`config.mk`:
```
export PLATFORM = sky130hd
export DESIGN_NAME = sram_pin_tester
export DESIGN_NICKNAME = d
export VERILOG_FILES = /design/src/rtl/sram_tst_pkg.sv /design/src/rtl/sram_tst_script.sv /design/src/rtl/sram_tst_cycle.sv /design/src/rtl/sram_pin_tester.sv
export SDC_FILE = /design/constraint.sdc
export NUM_CORES = 1
export LEC_CHECK = 0
export BUFFER_PORTS_ARGS = -buffer_cell sky130_fd_sc_hd__buf_4
export CORE_ASPECT_RATIO = 0.8
export CORE_MARGIN = 5
export CORE_UTILIZATION = 62
export CTS_BUF_LIST = sky130_fd_sc_hd__clkbuf_16
export CTS_CLUSTER_DIAMETER = 100
export CTS_CLUSTER_SIZE = 16
export DETAILED_ROUTE_END_ITERATION = 16
export PLACE_DENSITY = 0.93
export SLEW_MARGIN = 10
export SYNTH_ARGS = -nofsm -noshare
export SYNTH_HDL_FRONTEND = slang
export SYNTH_SLANG_ARGS = --single-unit
```
`constraint.sdc`:
```
create_clock -name clk -period 11.15 [get_ports clk]
set_input_delay 1.115 -clock clk [delete_from_list [all_inputs] [get_ports clk]]
set_output_delay 1.115 -clock clk [all_outputs]
set_load 0.02 [all_outputs]
```
`src/rtl/sram_tst_pkg.sv`:
```
package sram_tst_pkg;

  typedef enum logic [2:0] {
    OP_WRITE    = 3'd0,
    OP_READ     = 3'd1,
    OP_CE_GHOST = 3'd2,
    OP_WE_GHOST = 3'd3,
    OP_FLOAT    = 3'd4
  } op_kind_e;

  typedef enum logic [2:0] {
    PH_PATTERN  = 3'd0,
    PH_CE_GUARD = 3'd1,
    PH_WE_GUARD = 3'd2,
    PH_OE_FLOAT = 3'd3,
    PH_BITS     = 3'd4
  } phase_e;

  typedef enum logic [2:0] {
    ST_IDLE = 3'd0,
    ST_ADDR = 3'd1,
    ST_ARM  = 3'd2,
    ST_ACT  = 3'd3,
    ST_REL  = 3'd4,
    ST_OFF  = 3'd5
  } step_e;

  // pin pattern {ce_n, oe_n, we_n, dq_oe}
  localparam logic [3:0] PINS_IDLE = 4'b1110;

  function automatic logic [3:0] pins_for(step_e st, op_kind_e k);
    logic [3:0] p;
    p = PINS_IDLE;
    unique case (st)
      ST_ARM: begin
        if (k == OP_CE_GHOST) p = 4'b1100;
        else                  p = 4'b0110;
      end
      ST_ACT: begin
        unique case (k)
          OP_WRITE:    p = 4'b0101;
          OP_READ:     p = 4'b0010;
          OP_CE_GHOST: p = 4'b1101;
          OP_WE_GHOST: p = 4'b0111;
          default:     p = 4'b0110;
        endcase
      end
      ST_REL: begin
        unique case (k)
          OP_WRITE:    p = 4'b0111;
          OP_READ:     p = 4'b0010;
          OP_CE_GHOST: p = 4'b1111;
          OP_WE_GHOST: p = 4'b0111;
          default:     p = 4'b0110;
        endcase
      end
      default: p = PINS_IDLE;
    endcase
    return p;
  endfunction

endpackage

```
`src/rtl/sram_tst_script.sv`:
```
module sram_tst_script
  import sram_tst_pkg::*;
#(
  parameter int ADDR_W  = 11,
  parameter int DATA_W  = 8,
  parameter int PAT_LEN = 12,
  localparam int N_OPS  = 2 * PAT_LEN + 8 + 4 * DATA_W,
  localparam int IDX_W  = $clog2(N_OPS)
) (
  input  logic [IDX_W-1:0]  idx,
  output op_kind_e          op_kind,
  output logic [2:0]        op_phase,
  output logic [ADDR_W-1:0] op_addr,
  output logic [DATA_W-1:0] op_data,
  output logic [DATA_W-1:0] op_mask,
  output logic              op_last
);

  localparam int BASE_CE  = 2 * PAT_LEN;
  localparam int BASE_WE  = BASE_CE + 3;
  localparam int BASE_OE  = BASE_WE + 3;
  localparam int BASE_BIT = BASE_OE + 2;

  always_comb begin
    int i;
    int p;
    int j;
    int b;
    i        = int'(idx);
    p        = 0;
    j        = 0;
    b        = 0;
    op_kind  = OP_WRITE;
    op_phase = PH_PATTERN;
    op_addr  = '0;
    op_data  = '0;
    op_mask  = '1;
    if (i < BASE_CE) begin
      p = (i < PAT_LEN) ? i : i - PAT_LEN;
      op_kind = (i < PAT_LEN) ? OP_WRITE : OP_READ;
      for (int k = 0; k < ADDR_W; k++) op_addr[k] = (k < p);
      for (int k = 0; k < DATA_W; k++) op_data[k] = (k < p) && (k >= p - DATA_W);
    end else if (i < BASE_WE) begin
      op_phase = PH_CE_GUARD;
      if (i == BASE_CE + 1) begin
        op_kind = OP_CE_GHOST;
        op_data = '1;
      end else begin
        op_kind = (i == BASE_CE) ? OP_WRITE : OP_READ;
      end
    end else if (i < BASE_OE) begin
      op_phase = PH_WE_GUARD;
      if (i == BASE_WE + 1) begin
        op_kind = OP_WE_GHOST;
      end else begin
        op_kind = (i == BASE_WE) ? OP_WRITE : OP_READ;
        op_data = '1;
      end
    end else if (i < BASE_BIT) begin
      op_phase = PH_OE_FLOAT;
      op_kind  = (i == BASE_OE) ? OP_WRITE : OP_FLOAT;
      op_data  = (i == BASE_OE) ? '0 : '1;
    end else begin
      op_phase = PH_BITS;
      j = i - BASE_BIT;
      b = j / 4;
      op_kind = (j % 2 == 0) ? OP_WRITE : OP_READ;
      for (int k = 0; k < DATA_W; k++) begin
        op_data[k] = (k == b) && (j % 4 >= 2);
        op_mask[k] = (k == b) || (op_kind == OP_WRITE);
      end
    end
    op_last = (i == N_OPS - 1);
  end

endmodule

```
`src/rtl/sram_tst_cycle.sv`:
```
module sram_tst_cycle
  import sram_tst_pkg::*;
#(
  parameter int ADDR_W   = 11,
  parameter int DATA_W   = 8,
  parameter int STEP_CYC = 2,
  localparam int CNT_W   = $clog2(STEP_CYC + 1)
) (
  input  logic              clk,
  input  logic              rst,
  input  logic              go,
  input  logic              abort,
  input  op_kind_e          op_kind,
  input  logic [ADDR_W-1:0] op_addr,
  input  logic [DATA_W-1:0] op_data,
  output logic [ADDR_W-1:0] mem_addr,
  output logic              mem_ce_n,
  output logic              mem_oe_n,
  output logic              mem_we_n,
  output logic [DATA_W-1:0] mem_dq_out,
  output logic              mem_dq_oe,
  input  logic [DATA_W-1:0] mem_dq_in,
  output logic              smp_valid,
  output logic [DATA_W-1:0] smp_data,
  output logic              op_done
);

  localparam logic [CNT_W-1:0] CNT_LAST = CNT_W'(STEP_CYC - 1);

  step_e            step_q, step_d;
  logic [CNT_W-1:0] cnt_q;
  op_kind_e         kind_q, kind_sel;
  logic             step_end;
  logic             samples;

  assign step_end = (cnt_q == CNT_LAST);
  assign kind_sel = (step_q == ST_IDLE) ? op_kind : kind_q;
  assign samples  = (kind_q == OP_READ) || (kind_q == OP_FLOAT);

  always_comb begin
    step_d = step_q;
    if (abort) begin
      step_d = ST_IDLE;
    end else begin
      unique case (step_q)
        ST_IDLE: if (go) step_d = ST_ADDR;
        ST_ADDR: if (step_end) step_d = ST_ARM;
        ST_ARM:  if (step_end) step_d = ST_ACT;
        ST_ACT:  if (step_end) step_d = ST_REL;
        ST_REL:  if (step_end) step_d = ST_OFF;
        ST_OFF:  if (step_end) step_d = ST_IDLE;
        default: step_d = ST_IDLE;
      endcase
    end
  end

  always_ff @(posedge clk) begin
    if (rst) begin
      step_q     <= ST_IDLE;
      cnt_q      <= '0;
      kind_q     <= OP_WRITE;
      mem_addr   <= '0;
      mem_dq_out <= '0;
      {mem_ce_n, mem_oe_n, mem_we_n, mem_dq_oe} <= PINS_IDLE;
      smp_valid  <= 1'b0;
      smp_data   <= '0;
      op_done    <= 1'b0;
    end else begin
      step_q <= step_d;
      if (step_d != step_q || step_q == ST_IDLE) cnt_q <= '0;
      else                                       cnt_q <= cnt_q + 1'b1;
      if (step_q == ST_IDLE && go && !abort) begin
        kind_q     <= op_kind;
        mem_addr   <= op_addr;
        mem_dq_out <= op_data;
      end
      {mem_ce_n, mem_oe_n, mem_we_n, mem_dq_oe} <= pins_for(step_d, kind_sel);
      smp_valid <= 1'b0;
      if (step_q == ST_ACT && step_end && samples && !abort) begin
        smp_valid <= 1'b1;
        smp_data  <= mem_dq_in;
      end
      op_done <= (step_q == ST_OFF) && step_end && !abort;
    end
  end

endmodule

```
`src/rtl/sram_pin_tester.sv`:
```
module sram_pin_tester
  import sram_tst_pkg::*;
#(
  parameter int ADDR_W   = 11,
  parameter int DATA_W   = 8,
  parameter int PAT_LEN  = 12,
  parameter int STEP_CYC = 2
) (
  input  logic              clk,
  input  logic              rst,
  input  logic              start,
  output logic              busy,
  output logic              done,
  output logic              pass,
  output logic [2:0]        fail_phase,
  output logic [ADDR_W-1:0] fail_addr,
  output logic [DATA_W-1:0] fail_expect,
  output logic [DATA_W-1:0] fail_seen,
  output logic [ADDR_W-1:0] mem_addr,
  output logic              mem_ce_n,
  output logic              mem_oe_n,
  output logic              mem_we_n,
  output logic [DATA_W-1:0] mem_dq_out,
  output logic              mem_dq_oe,
  input  logic [DATA_W-1:0] mem_dq_in
);

  localparam int N_OPS = 2 * PAT_LEN + 8 + 4 * DATA_W;
  localparam int IDX_W = $clog2(N_OPS);

  logic [IDX_W-1:0]  idx_q;
  logic              run_q, go_q;
  op_kind_e          op_kind;
  logic [2:0]        op_phase;
  logic [ADDR_W-1:0] op_addr;
  logic [DATA_W-1:0] op_data, op_mask;
  logic              op_last;
  logic              smp_valid, op_done;
  logic [DATA_W-1:0] smp_data;
  logic              mismatch;

  sram_tst_script #(
    .ADDR_W(ADDR_W), .DATA_W(DATA_W), .PAT_LEN(PAT_LEN)
  ) script_i (
    .idx(idx_q), .op_kind(op_kind), .op_phase(op_phase), .op_addr(op_addr),
    .op_data(op_data), .op_mask(op_mask), .op_last(op_last)
  );

  assign mismatch = run_q && smp_valid && (((smp_data ^ op_data) & op_mask) != '0);

  sram_tst_cycle #(
    .ADDR_W(ADDR_W), .DATA_W(DATA_W), .STEP_CYC(STEP_CYC)
  ) cycle_i (
    .clk(clk), .rst(rst), .go(go_q), .abort(mismatch),
    .op_kind(op_kind), .op_addr(op_addr), .op_data(op_data),
    .mem_addr(mem_addr), .mem_ce_n(mem_ce_n), .mem_oe_n(mem_oe_n),
    .mem_we_n(mem_we_n), .mem_dq_out(mem_dq_out), .mem_dq_oe(mem_dq_oe),
    .mem_dq_in(mem_dq_in), .smp_valid(smp_valid), .smp_data(smp_data),
    .op_done(op_done)
  );

  always_ff @(posedge clk) begin
    if (rst) begin
      run_q       <= 1'b0;
      go_q        <= 1'b0;
      idx_q       <= '0;
      done        <= 1'b0;
      pass        <= 1'b0;
      fail_phase  <= '0;
      fail_addr   <= '0;
      fail_expect <= '0;
      fail_seen   <= '0;
    end else begin
      go_q <= 1'b0;
      if (!run_q) begin
        if (start) begin
          run_q       <= 1'b1;
          go_q        <= 1'b1;
          idx_q       <= '0;
          done        <= 1'b0;
          pass        <= 1'b0;
          fail_phase  <= '0;
          fail_addr   <= '0;
          fail_expect <= '0;
          fail_seen   <= '0;
        end
      end else if (mismatch) begin
        run_q       <= 1'b0;
        done        <= 1'b1;
        pass        <= 1'b0;
        fail_phase  <= op_phase;
        fail_addr   <= op_addr;
        fail_expect <= op_data;
        fail_seen   <= smp_data;
      end else if (op_done) begin
        if (op_last) begin
          run_q <= 1'b0;
          done  <= 1'b1;
          pass  <= 1'b1;
        end else begin
          idx_q <= idx_q + 1'b1;
          go_q  <= 1'b1;
        end
      end
    end
  end

  assign busy = run_q;

endmodule

```
Word level (Yosys, flattened, before mapping)
Index checks and enable logic that the tools add are counted.
Storage, ports and cells
  logic and storage cells: 212
  input port bits: 11
  flip-flop bits (word level): 81
Operators by class
  eq/ne operators: 34
  reduce and logical (&&, ||, !) cells: 49
  mux-type cells: 73
  order comparisons: 25
  bitwise gates (word level): 4
  $add $sub $neg: 6
Operators with widths (number)
  equality test 4 x 32 -> 1 bit, first input constant: 4
  greater-or-equal comparator 4 x 32 -> 1 bit, first input constant: 4
  less-than comparator 4 x 32 -> 1 bit, first input constant: 4
  2-to-1 mux 8 bit: 16
  less-than comparator 5 x 32 -> 1 bit, first input constant: 3
  2-to-1 mux 3 bit: 22
  equality test 3 x 32 -> 1 bit, first input constant: 2
  greater-or-equal comparator 3 x 32 -> 1 bit, first input constant: 2
  logical NOT 32 bit: 2
  less-than comparator 3 x 32 -> 1 bit, first input constant: 2
  2-to-1 mux 11 bit: 4
  adder 32 x 1 -> 32 bit: 1
  equality test 2 x 32 -> 1 bit, first input constant: 1
  greater-or-equal comparator 1 x 32 -> 1 bit, first input constant: 1
  greater-or-equal comparator 2 x 32 -> 1 bit, first input constant: 1
  less-than comparator 1 x 32 -> 1 bit, first input constant: 1
  less-than comparator 2 x 32 -> 1 bit, first input constant: 1
  2-to-1 mux 32 bit: 1
  subtractor 32 x 5 -> 32 bit, second input constant: 1
  equality test 6 bit, second input constant: 5
  2-to-1 mux 6 bit: 5
  logical AND 1 bit: 25
  one-hot mux 4 bit (3 select lines): 2
  2-to-1 mux 1 bit: 20
  other kinds (32): 61

Depth between registers and ports, before layout
Gate-level depths: netlist of the first run.
  depth in word-level cells: 18
  gate-level depth with buffers: 23

Cells and area by module
A second synthesis of the first run with hierarchy kept.
Unflattened totals
  cells, all modules: 581
  area total of the unflattened synthesis: 4667.0 um^2
By module, submodules not included
  sram_pin_tester: cells an instance 212, area each 1848.0 um^2, sequential area each 800.8 um^2, times used 1
  sram_tst_cycle: cells an instance 181, area each 1600.3 um^2, sequential area each 820.8 um^2, times used 1
  sram_tst_script: cells an instance 188, area each 1218.7 um^2, sequential area each 0.0 um^2, times used 1

Worst setup path before layout of the first run
OpenSTA, ideal clock, no wires.
  kind: register to register
  from: reg idx_q[3]
  to: reg fail_addr[7]
  cell stages (with the launch flop): 22
  arrival time: 4908 ps
  required time: 11080 ps
  path slack: 6172 ps
  cells stage by stage: dfxtp_1 ha_1 clkbuf_1 buf_1 nor3_1 a21oi_1 ha_1 nand2_1 ha_1 or4b_1 a211o_1 or2_0 a221o_1 a21oi_1 mux2i_1 a221oi_2 a41oi_2 buf_6 clkbuf_1 clkbuf_1 nand2_1 a21oi_1
On the way
  word-level cells in the longest chain between the ends: 15
  elaborated cells on any way between the ends: 87
  those cells by class: 4 x add/sub; 22 x order compare; 11 x eq/ne; 16 x mux; 4 x bitwise; 30 x reduce/logical
Ends and longest elaborated chain
  from (decl): RTL line sram_pin_tester.sv:31  | logic [IDX_W-1:0] idx_q;
  from (signal assigned): RTL line sram_pin_tester.sv:101  | idx_q <= idx_q + 1'b1;
  branches (longest 15 deep; another with subtractor 32 x 5 -> 32 bit)
  to (signal assigned): RTL line sram_pin_tester.sv:92  | fail_addr <= op_addr;
  to (decl): RTL line sram_pin_tester.sv:16  | output logic [ADDR_W-1:0] fail_addr,
Parallel ways; which one is timed is not known. The select of a mux whose other input is x is not followed.
A chain may end at the register's enable or synchronous reset.

Worst setup path after layout of the first run
  from: reg idx_q[3]
  to: reg cycle_i.mem_addr[6]
On the way
  word-level cells in the longest chain between the ends: 15
  elaborated cells on any way between the ends: 85
  those cells by class: 4 x add/sub; 22 x order compare; 10 x eq/ne; 14 x mux; 4 x bitwise; 31 x reduce/logical
Ends and longest elaborated chain
  branches (longest 15 deep; another with subtractor 32 x 5 -> 32 bit)
  to (signal assigned): RTL line sram_tst_cycle.sv:74  | mem_addr <= op_addr;
  to (decl): RTL line sram_tst_cycle.sv:16  | output logic [ADDR_W-1:0] mem_addr,
Parallel ways; which one is timed is not known.

==> results.ini, run 1 <==
[sta]
period_needed_ns = 6.22
fin_tns_setup_ns = 0
timing.final.crit_share_pct = 55.8
relSlewSlack_pct = 32.0
setup_violations = 0
fmax_mhz = 161
finClkSkew_ns = 0.00437
max_slew.worst_pin.slew_ns = 1.02
drv_slew = 0
rsz0062_at_grt = false
hold_viol_final = 0

[drt]
drt-pass1-iter-count = 6
avgViaCountPerCell = 6.59
drc = 0
wl_per_cell_um = 18.7
ant_nets = 0
via_count = 4879
drt_iter0_markers = 529
drt_wl_total_um = 13800

[global_routing]
antenna_found_initial = 0
use_met1_pct = 36.8
globalRouteOverflowTotal = 0
grt_max_degree = 65
use_met3_pct = 7.44
grt_use_met2_pct = 48.5
grt_pass1_wl_um = 22200
grt_use_total_pct = 29.5
grt_pass1_vias = 4586
busiest_layer = met2

[finish]
finalInstanceArea_mm2 = 0.00545
nFillCells = 532
drive_above_1_share_pct = 16.5
layout.nets = 662
area_growth_pct = 16.2
mostFrequentLayoutCells = 81 x dfxtp_1, 76 x a21oi_1, 72 x buf_4
insertedDiodeCount = 0
layout_commonest_cell = dfxtp_1

[yosys]
ys_top_cells_by_area = dfxtp_1 35%, a21oi_1 8.1%, ha_1 5.6%
synth_top_area_share_pct = 34.6
synth_xor_area_share_pct = 2.05
synth.net_count = 624
synthMuxAreaShare_pct = 2.80
syn_inst = 592
synthArstFlopShare_pct = 0
yosysSeqAreaShare_pct = 34.6
syn_avg_cell_area_um2 = 7.93
synth_simple_gate_area_share_pct = 24.8
synth-edff-count = 0
synth.largest_area_cell = dfxtp_1
synthFlopType = dfxtp_1
synth_area_mm2 = 0.00469
synth_compound_gate_area_share_pct = 24.4
synthAdderAreaFrac_pct = 5.60
ys_warn_count = 0
synth_top_family_by_area = simple AND/OR/NAND/NOR gates
synth_cell_types = 67
synth-seq-cells = 81

[power_and_ir_drop]
powerDensity_mw_per_mm2 = 118
p_leak_nw = 1.98
finalPower_mw = 0.642
ir_worst_vdd_mv = 0.108

[placed_design]
placedInstanceArea_mm2 = 0.00515
place_congestion = 0.966
dpl.hpwl_um = 9560
port_buffers = 66

[floorplanning]
num_io_pins = 67
die_h_um = 87.8
placementRows = 28
start_util_pct = 63.5
fp.dieW_um = 107
coreArea_mm2 = 0.00739
die_area_mm2 = 0.00942

[critical_path]
startpoint_type = flip-flop
end_kind = flip-flop
arrival_ns = 6.46
critPathRequiredTime_ns = 11.39
rrSetupSlack_ns = 4.93
crit_type = reg2reg
crit_path_max_fanout = 64

[clocking]
cts.reportedPaths.clkPinSlew_ns = 0.06
post-cts-setup-buffers = 0
cts-resized-gates = 0
cts_max_level = 3
cts_hold_buffers = 0
root_buffer = clkbuf_16
cts.path.max_buffers = 2
clock_sinks = 81
clk_latency_ns = 0.34
cts_tree = done
cts-buffers-inserted = 9

[status]
status = finished clean

[job]
drv_cap = 0

[min_path]
hp-class = reg2reg

-- registers in the layout, summed over array words and instances, names as in the netlist, 3 cells and up --
name / flops
cycle_i.mem_dq_out: 8
fail_seen: 8
cycle_i.step_q: 3
cycle_i.smp_data: 8
idx_q: 6
cycle_i.mem_addr: 11
cycle_i.kind_q: 3
fail_phase: 3
fail_expect: 8
fail_addr: 11
-- cell usage after synthesis (15+ instances only) --
cell,n
a211oi_1,19
a21oi_1,76
clkbuf_1,26
dfxtp_1,81
ha_1,21
inv_1,15
nand2_1,67
nand2b_1,21
nand3_1,44
nor2_1,30
nor3_1,17
o21ai_0,26
-- worst paths after layout --
path                    start                  end  cells past startpoint
max                  idx_q[3]  cycle_i.mem_addr[6]                     16
min          cycle_i.cnt_q[0]     cycle_i.cnt_q[0]                      1
max reg2reg          idx_q[3]  cycle_i.mem_addr[6]                     16
min reg2reg  cycle_i.cnt_q[0]     cycle_i.cnt_q[0]                      1
-- cell families after synthesis --
family	Yosys count
AND/OR/NAND/NOR	228
AO/OA/AOI/OAI	177
flip-flops	81
buffers and inverters	61
adder cells (fa/ha/maj)	21
multiplexers	13
XOR/XNOR	11
-- power breakdown --
group	internal [mW]	switching (mW)	leakage (nW)	total (mW)
clock network	0.173	0.122	0.143	0.296
registers	0.294	0.00532	0.655	0.300
logic	0.0159	0.0311	1.18	0.0469
-- critical path: stages, from the launching register on --
cell and delay (ns):
dfxtp_1 0.91, ha_1 0.67, nor2_1 0.13, and3_1 0.25, a211oi_1 0.60, ha_1 0.37, nand4b_1 0.17, a211o_1 0.38
o31ai_1 0.35, a221oi_2 0.13, xnor2_1 0.17, a2111o_1 0.43, a221oi_2 0.28, a41o_2 0.25, buf_4 0.53, a21oi_1 0.19
a211oi_1 0.29
-- per-stage QoR --
step	hold slack (ns)	cells	utilization (%)	worst slack (ns)
finish	0.424	740	73.7	4.93
global route	0.456	740	73.7	4.63
CTS	0.430	740	73.7	5.08
detailed placement	0.421	724	69.7	5.13
global placement	0.407	724	69.7	5.35
floorplan	0.398	592	-	6.17
-- routing by layer --
layer	vias up	routed length, um
met5	-	0
met4	0	482
met3	64	1520
met2	341	6420
met1	2261	5390
li1	2213	-
-- cell type report --
class	instances	area (um2)	share of cell area, %
clock buffer	9	225	4.13
clock inverter	7	71.3	1.31
inverter	16	60.1	1.10
multi-input combinational	450	2800	51.4
sequential	81	1620	29.7
tap	105	131	2.41
timing repair buffer	72	541	9.92
Note: power is estimated with default switching activity, not from simulation.
==> inputs of run 2 (changes only) <==
--- a/config.mk
+++ b/config.mk
@@ -8,12 +8,12 @@
 export BUFFER_PORTS_ARGS = -buffer_cell sky130_fd_sc_hd__buf_4
 export CORE_ASPECT_RATIO = 0.8
 export CORE_MARGIN = 5
-export CORE_UTILIZATION = 62
+export CORE_UTILIZATION = 58
 export CTS_BUF_LIST = sky130_fd_sc_hd__clkbuf_16
 export CTS_CLUSTER_DIAMETER = 100
 export CTS_CLUSTER_SIZE = 16
 export DETAILED_ROUTE_END_ITERATION = 16
-export PLACE_DENSITY = 0.93
+export PLACE_DENSITY = 0.89
 export SLEW_MARGIN = 10
 export SYNTH_ARGS = -nofsm -noshare
 export SYNTH_HDL_FRONTEND = slang
==> constraint.sdc (replaced) <==
create_clock -name clk -period 6.2 [get_ports clk]
set_input_delay 0.62 -clock clk [delete_from_list [all_inputs] [get_ports clk]]
set_output_delay 0.62 -clock clk [all_outputs]
set_load 0.02 [all_outputs]
==> run 2 against run 1 <==
  * Global-route usage is 2.3 points lower
  * Non-clock buffer count is 6 higher
  * Via count is 1.3% lower
  * Power is 84% higher
  * Clock skew is 0.0020 ns higher
  * Sequential share of layout area is 0.32 points lower
  * Flip-flop and latch count stayed put
  * Core utilization is 4.1 points lower
  * Register-to-register slack worse by 4.2 ns
  * Count of clock-buffer cells in the layout stayed put
  * Sequential power is 79% higher
  * Cell area is 1.1% higher
  * Largest cell class unchanged
==> results.ini, run 2 (synthesis results as in run 1) <==
[global_routing]
grt_pass1_vias = 4585  ; -0.022%
grt_pass1_wl_um = 22700  ; +2.0%
grt_use_met2_pct = 45.5  ; -3.0 points
antenna_found_initial = 0  ; unchanged
grt_max_degree = 62  ; -4.6%
globalRouteOverflowTotal = 0  ; unchanged
use_met3_pct = 7.17  ; -0.28 points
grt_use_total_pct = 27.2  ; -2.3 points
busiest_layer = met2
use_met1_pct = 33.1  ; -3.8 points

[critical_path]
end_kind = flip-flop
crit_path_max_fanout = 21  ; -67%
arrival_ns = 5.68  ; -0.78 ns
crit_type = reg2reg
startpoint_type = flip-flop
critPathRequiredTime_ns = 6.39  ; -5.00 ns

[drt]
drt_wl_total_um = 13900  ; +0.52%
wl_per_cell_um = 18.5  ; -0.69%
via_count = 4815  ; -1.3%
drt-pass1-iter-count = 5  ; -1
drt_iter0_markers = 528  ; -0.19%
drc = 0  ; unchanged
ant_nets = 0  ; unchanged
avgViaCountPerCell = 6.43  ; -2.5%

[clocking]
clk_latency_ns = 0.34  ; about the same
cts_tree = done
cts_max_level = 3  ; unchanged
clock_sinks = 81  ; unchanged
cts-buffers-inserted = 9  ; unchanged
cts.reportedPaths.clkPinSlew_ns = 0.07  ; about the same
cts_hold_buffers = 0  ; unchanged
cts-resized-gates = 0  ; unchanged
cts.path.max_buffers = 2  ; unchanged
post-cts-setup-buffers = 0  ; unchanged
root_buffer = clkbuf_16

[sta]
finClkSkew_ns = 0.00639  ; +0.00202 ns
fmax_mhz = 182  ; +13%
hold_viol_final = 0  ; unchanged
relSlewSlack_pct = 22.8  ; -9.2 points
setup_violations = 0  ; unchanged
max_slew.worst_pin.slew_ns = 1.15  ; +0.134 ns
period_needed_ns = 5.49  ; -0.731 ns
fin_tns_setup_ns = 0  ; unchanged
rsz0062_at_grt = false
timing.final.crit_share_pct = 88.6  ; +33 points
drv_slew = 0  ; unchanged

[finish]
insertedDiodeCount = 0  ; unchanged
area_growth_pct = 17.4
nFillCells = 613  ; +15%
post-route-util_pct = 69.7  ; -4.1 points
largestRegisters = cycle_i.mem_addr x11, fail_addr x11
mostFrequentLayoutCells = 81 x dfxtp_1, 78 x buf_4, 76 x a21oi_1
drive_above_1_share_pct = 17.5  ; +0.94 points
layout.nets = 668  ; +0.91%
layout_commonest_cell = dfxtp_1

[power_and_ir_drop]
p_leak_nw = 2.01  ; +1.6%
ir_worst_vdd_mv = 0.161  ; +49%
power.switching_mw = 0.302  ; +90%
seqPwrFrac_pct = 45.7  ; -0.9 points
finalPower_mw = 1.18  ; +84%
intPower_mw = 0.877  ; +81%
powerDensity_mw_per_mm2 = 214  ; +82%
switching_share_pct = 25.6  ; +0.89 points
p_clk_share_pct = 47.3  ; +1.3 points
comb_power_share_pct = 7.0  ; -0.3 points

[floorplanning]
placementRows = 29  ; +3.6%
fp.dieW_um = 111  ; +3.1%
coreArea_mm2 = 0.00791  ; +7.0%
die_h_um = 90.5  ; +3.0%
num_io_pins = 67  ; unchanged
die_area_mm2 = 0.0100  ; +6.2%
start_util_pct = 59.3  ; -4.2 points

[placed_design]
place_congestion = 0.955  ; -1.1%
dpl.hpwl_um = 9900  ; +3.5%
port_buffers = 66  ; unchanged

[min_path]
hp-class = reg2reg

[job]
drv_cap = 0  ; unchanged

[status]
status = finished clean

-- run 2: changes by cell type in the layout (fill, tap and decap cells not counted), sizes merged --
| cell | previous run | this run |
|---|---|---|
| clkinv | 3 | 1 |
| buf | 72 | 78 |
| inv | 17 | 19 |
-- run 2: final timing paths --
check	start	to	slack [ns]	cells after the start
worst max-delay path	idx_q[2]	cycle_i.mem_dq_out[0]	0.71	17
worst min-delay path	cycle_i.cnt_q[0]	cycle_i.cnt_q[0]	0.43	1
worst min register to register	cycle_i.cnt_q[0]	cycle_i.cnt_q[0]	0.43	1
worst max register to register	idx_q[2]	cycle_i.mem_dq_out[0]	0.71	17
-- run 2: final cells by class --
class	count	area [um2]	share of cell area [%]
Clock inverter	7	82.6	1.50
Timing Repair Buffer	78	586	10.6
Sequential cell	81	1620	29.4
Multi-Input combinational cell	450	2800	50.8
Inverter	16	60.1	1.09
Tap cell	108	135	2.45
Clock buffer	9	225	4.09
-- run 2: power by group through the flow --
stage	logic [mW]	registers [mW]	clock network [mW]
2_1_floorplan	0.0473	0.553	0
3_3_place_gp	0.0785	0.549	0
3_5_place_dp	0.0809	0.550	0
4_1_cts	0.0817	0.538	0.554
5_1_grt	0.0894	0.539	0.575
6_report	0.0829	0.538	0.558
-- run 2: routing by layer --
metal,share of wire [%],vias to the layer above
li1,-,2230
met1,40,2240
met2,47,308
met3,10,37
met4,2.8,0
met5,0,-
-- run 2: worst max-delay path, stage by stage (launching register included) --
cell	delay, ns
dfxtp_1	0.46
ha_1	0.59
nand2_1	0.16
a211oi_1	0.44
a211oi_1	0.14
ha_1	0.31
or4b_1	0.51
a211o_1	0.34
o41ai_2	0.36
a221oi_2	0.12
mux2i_1	0.16
a2111o_1	0.41
a221oi_2	0.30
a41oi_2	0.17
buf_4	0.23
nor2_2	0.25
buf_4	0.26
a211oi_1	0.11
-- run 2: stage by stage --
stage | std cells | cell area (um2) | setup slack (ns) | hold slack (ns)
detailed placement | 733 | 5200 | 0.849 | 0.420
CTS | 749 | 5510 | 0.810 | 0.429
floorplan | 592 | 4690 | 1.22 | 0.398
global route | 749 | 5510 | 0.369 | 0.449
finish | 749 | 5510 | 0.706 | 0.428
global placement | 733 | 5200 | 1.09 | 0.408
==> inputs of run 3 (changes only) <==
--- a/config.mk
+++ b/config.mk
@@ -5,7 +5,9 @@
 export SDC_FILE = /design/constraint.sdc
 export NUM_CORES = 1
 export LEC_CHECK = 0
+export ABC_AREA = 1
 export BUFFER_PORTS_ARGS = -buffer_cell sky130_fd_sc_hd__buf_4
+export CAP_MARGIN = 20
 export CORE_ASPECT_RATIO = 0.8
 export CORE_MARGIN = 5
 export CORE_UTILIZATION = 58
==> run 3 against run 2 <==
  * Register-to-register slack improved by 0.26 ns
  * Via count up 1.4%
  * Critical endpoint is now cycle_i.mem_dq_out[4]
  * Critical path type unchanged
  * Core utilization down 0.55 points
  * Die area rose by 0.62%
  * First-iteration DRC count decreased by 19%
  * Critical path depth increased by 13
  * Count of clock-buffer cells in the layout unchanged
==> results.ini, run 3 <==
[floorplanning]
die_h_um = 90.7  ; +0.30%
die_area_mm2 = 0.0101  ; +0.62%
placementRows = 29  ; unchanged
coreArea_mm2 = 0.00795  ; +0.46%
fp.dieW_um = 111  ; +0.32%
num_io_pins = 67  ; unchanged
start_util_pct = 59.5  ; +0.14 points

[global_routing]
grt_max_degree = 45  ; -27%
grt_pass1_wl_um = 22300  ; -1.6%
globalRouteOverflowTotal = 0  ; unchanged
antenna_found_initial = 0  ; unchanged
grt_pass1_vias = 4522  ; -1.4%
grt_use_total_pct = 26.9  ; -0.31 points

[power_and_ir_drop]
powerDensity_mw_per_mm2 = 226  ; +5.6%
p_leak_nw = 2.37  ; +18%
ir_worst_vdd_mv = 0.152  ; -5.7%
finalPower_mw = 1.24  ; +5.2%

[yosys]
synth_top_area_share_pct = 34.3  ; -0.24 points
synth.net_count = 724  ; +16%
synth_simple_gate_area_share_pct = 34.6  ; +9.8 points
synthArstFlopShare_pct = 0  ; unchanged
syn_avg_cell_area_um2 = 6.83  ; -14%
synth_area_mm2 = 0.00473  ; +0.69%
synth-seq-cells = 81  ; unchanged
synthMuxAreaShare_pct = 0  ; -2.8 points
ys_top_cells_by_count = 155 x nand2_1, 81 x dfxtp_1, 77 x nor2_1, 66 x nand3_1, 60 x inv_1
syn_inst = 692  ; +17%
ys_top_cells_by_area = dfxtp_1 34%, nand2_1 12%, nand3_1 7.0%
ys_warn_count = 0  ; unchanged
yosysSeqAreaShare_pct = 34.3  ; -0.24 points
yosysMostFrequentCell = nand2_1
synth_cell_types = 42  ; -37%
synthAdderAreaFrac_pct = 5.56  ; -0.039 points
synth_compound_gate_area_share_pct = 15.1  ; -9.3 points
synth-edff-count = 0  ; unchanged
synth_xor_area_share_pct = 0.741  ; -1.3 points
synth_top_family_by_area = simple AND/OR/NAND/NOR gates
synthFlopType = dfxtp_1
synth.largest_area_cell = dfxtp_1

[critical_path]
cp_num_buf_inv = 5  ; +3
startpoint_type = flip-flop
slowest_delay_ns = 0.48  ; -0.11 ns
arrival_ns = 5.46  ; -0.22 ns
cp.depth = 30  ; +13
crit_type = reg2reg
crit_path_top_delay_cell = dfxtp_1
end_kind = flip-flop
r2r_cells = 30  ; +13
path_common_cell = nand2_1
crit_path_max_fanout = 29  ; +38%
critPathRequiredTime_ns = 6.42  ; +0.03 ns
crit_family = simple AND/OR/NAND/NOR gates

[status]
status = finished clean

[min_path]
hold_depth = 1  ; unchanged
hp-class = reg2reg

[finish]
insertedDiodeCount = 0  ; unchanged
area_growth_pct = 16.2
post-route-util_pct = 69.1  ; -0.55 points
layout.nets = 774  ; +16%
drive_above_1_share_pct = 19.4  ; +1.9 points
layout_commonest_cell = nand2_1
largestRegisters = cycle_i.mem_addr x11, fail_addr x11
finalInstanceArea_mm2 = 0.00549  ; -0.34%
mostFrequentLayoutCells = 155 x nand2_1, 81 x dfxtp_1, 77 x nor2_1

[sta]
fmax_mhz = 191  ; +4.9%
finClkSkew_ns = 0.00682  ; +0.000432 ns
fin_tns_setup_ns = 0  ; unchanged
timing.final.crit_share_pct = 84.5  ; -4.1 points
drv_slew = 0  ; unchanged
rsz0062_at_grt = false
hold_viol_final = 0  ; unchanged
setup_violations = 0  ; unchanged
relSlewSlack_pct = 37.0  ; +14 points
max_slew.worst_pin.slew_ns = 0.944  ; -0.208 ns
hold_ws_ns = 0.421  ; -0.00669 ns
period_needed_ns = 5.24  ; -0.256 ns

[clocking]
clock_sinks = 81  ; unchanged
post-cts-setup-buffers = 0  ; unchanged
cts.path.max_buffers = 2  ; unchanged
cts_max_level = 3  ; unchanged
cts_tree = done
root_buffer = clkbuf_16
clk_latency_ns = 0.34  ; about the same
cts-buffers-inserted = 9  ; unchanged
cts.reportedPaths.clkPinSlew_ns = 0.07  ; about the same
cts_hold_buffers = 0  ; unchanged
cts-resized-gates = 0  ; unchanged

[drt]
avgViaCountPerCell = 5.71  ; -11%
drt-pass1-iter-count = 7  ; +2
drt_wl_total_um = 13500  ; -3.1%
ant_nets = 0  ; unchanged
wl_per_cell_um = 15.7  ; -15%
via_count = 4881  ; +1.4%
drc = 0  ; unchanged
drt_iter0_markers = 427  ; -19%

[placed_design]
place_congestion = 0.962  ; +0.76%
placedInstanceArea_mm2 = 0.00519  ; -0.26%
dpl.hpwl_um = 9750  ; -1.5%
port_buffers = 66  ; unchanged

[job]
drv_cap = 0  ; unchanged

-- run 3: changes by cell type in the layout (fill, tap and decap cells not counted), moves of 8 or more --
cell,before,now
nand3_1,44,66
nand2b_1,21,0
inv_2,0,9
nand2_2,0,19
a211oi_1,19,0
mux2i_1,12,0
inv_1,15,60
buf_4,78,68
nor2_1,30,77
nand2_1,67,155
a21oi_1,76,59
a21oi_2,1,10
o21ai_0,26,47
nor3_1,17,9
-- run 3: cell families after synthesis --
kind of cell / count (synthesis)
AOI/OAI and AO/OA: 130
xor gates and xnor gates: 4
adders and majority gates: 21
buffers and inverters: 101
DFF: 81
and+or+nand+nor: 355
-- run 3: area by class of cell --
cell class,count,area (um2)
fillers,645,2450
inverters,72,277
clock buffers,9,225
repair buffers,68,510
flip-flops and latches,81,1620
well taps,108,135
clock inverters,7,77.6
multi-input cells,510,2650
-- run 3: metrics by stage --
step / setup WS (ns) / cells
2_1_floorplan: 2.37 / 692
3_3_place_gp: 1.28 / 839
3_5_place_dp: 1.18 / 839
4_1_cts: 1.14 / 855
5_1_grt: 0.513 / 855
6_report: 0.962 / 855
-- run 3: power by group --
group	switching [mW]	internal, mW	total, mW	leakage (nW)
logic	0.0989	0.0478	0.147	1.56
registers	0.0137	0.537	0.550	0.657
clock network	0.227	0.317	0.544	0.152
-- run 3: routing by layer --
metal / GRT usage, % / vias up / wire, um
met5: 0 / - / 0
met4: 8.41 / 0 / 304
met3: 5.29 / 32 / 1090
met2: 43.7 / 251 / 6130
met1: 35.9 / 2240 / 5940
li1: - / 2358 / -
-- run 3: worst register-to-register path, delay by kind of cell (launching register included) --
kind,cells,cell delay [ns]
AND/OR/NAND/NOR,20,2.69
adder cells (fa/ha/maj),3,0.93
AO/OA/AOI/OAI,2,0.56
flip-flops,1,0.48
buffers and inverters,5,0.47
-- run 3: final timing paths --
kind | startpoint | end | slack, ns
min | cycle_i.cnt_q[0] | cycle_i.cnt_q[0] | 0.42
min reg2reg | cycle_i.cnt_q[0] | cycle_i.cnt_q[0] | 0.42
max | idx_q[2] | cycle_i.mem_dq_out[4] | 0.96
max reg2reg | idx_q[2] | cycle_i.mem_dq_out[4] | 0.96
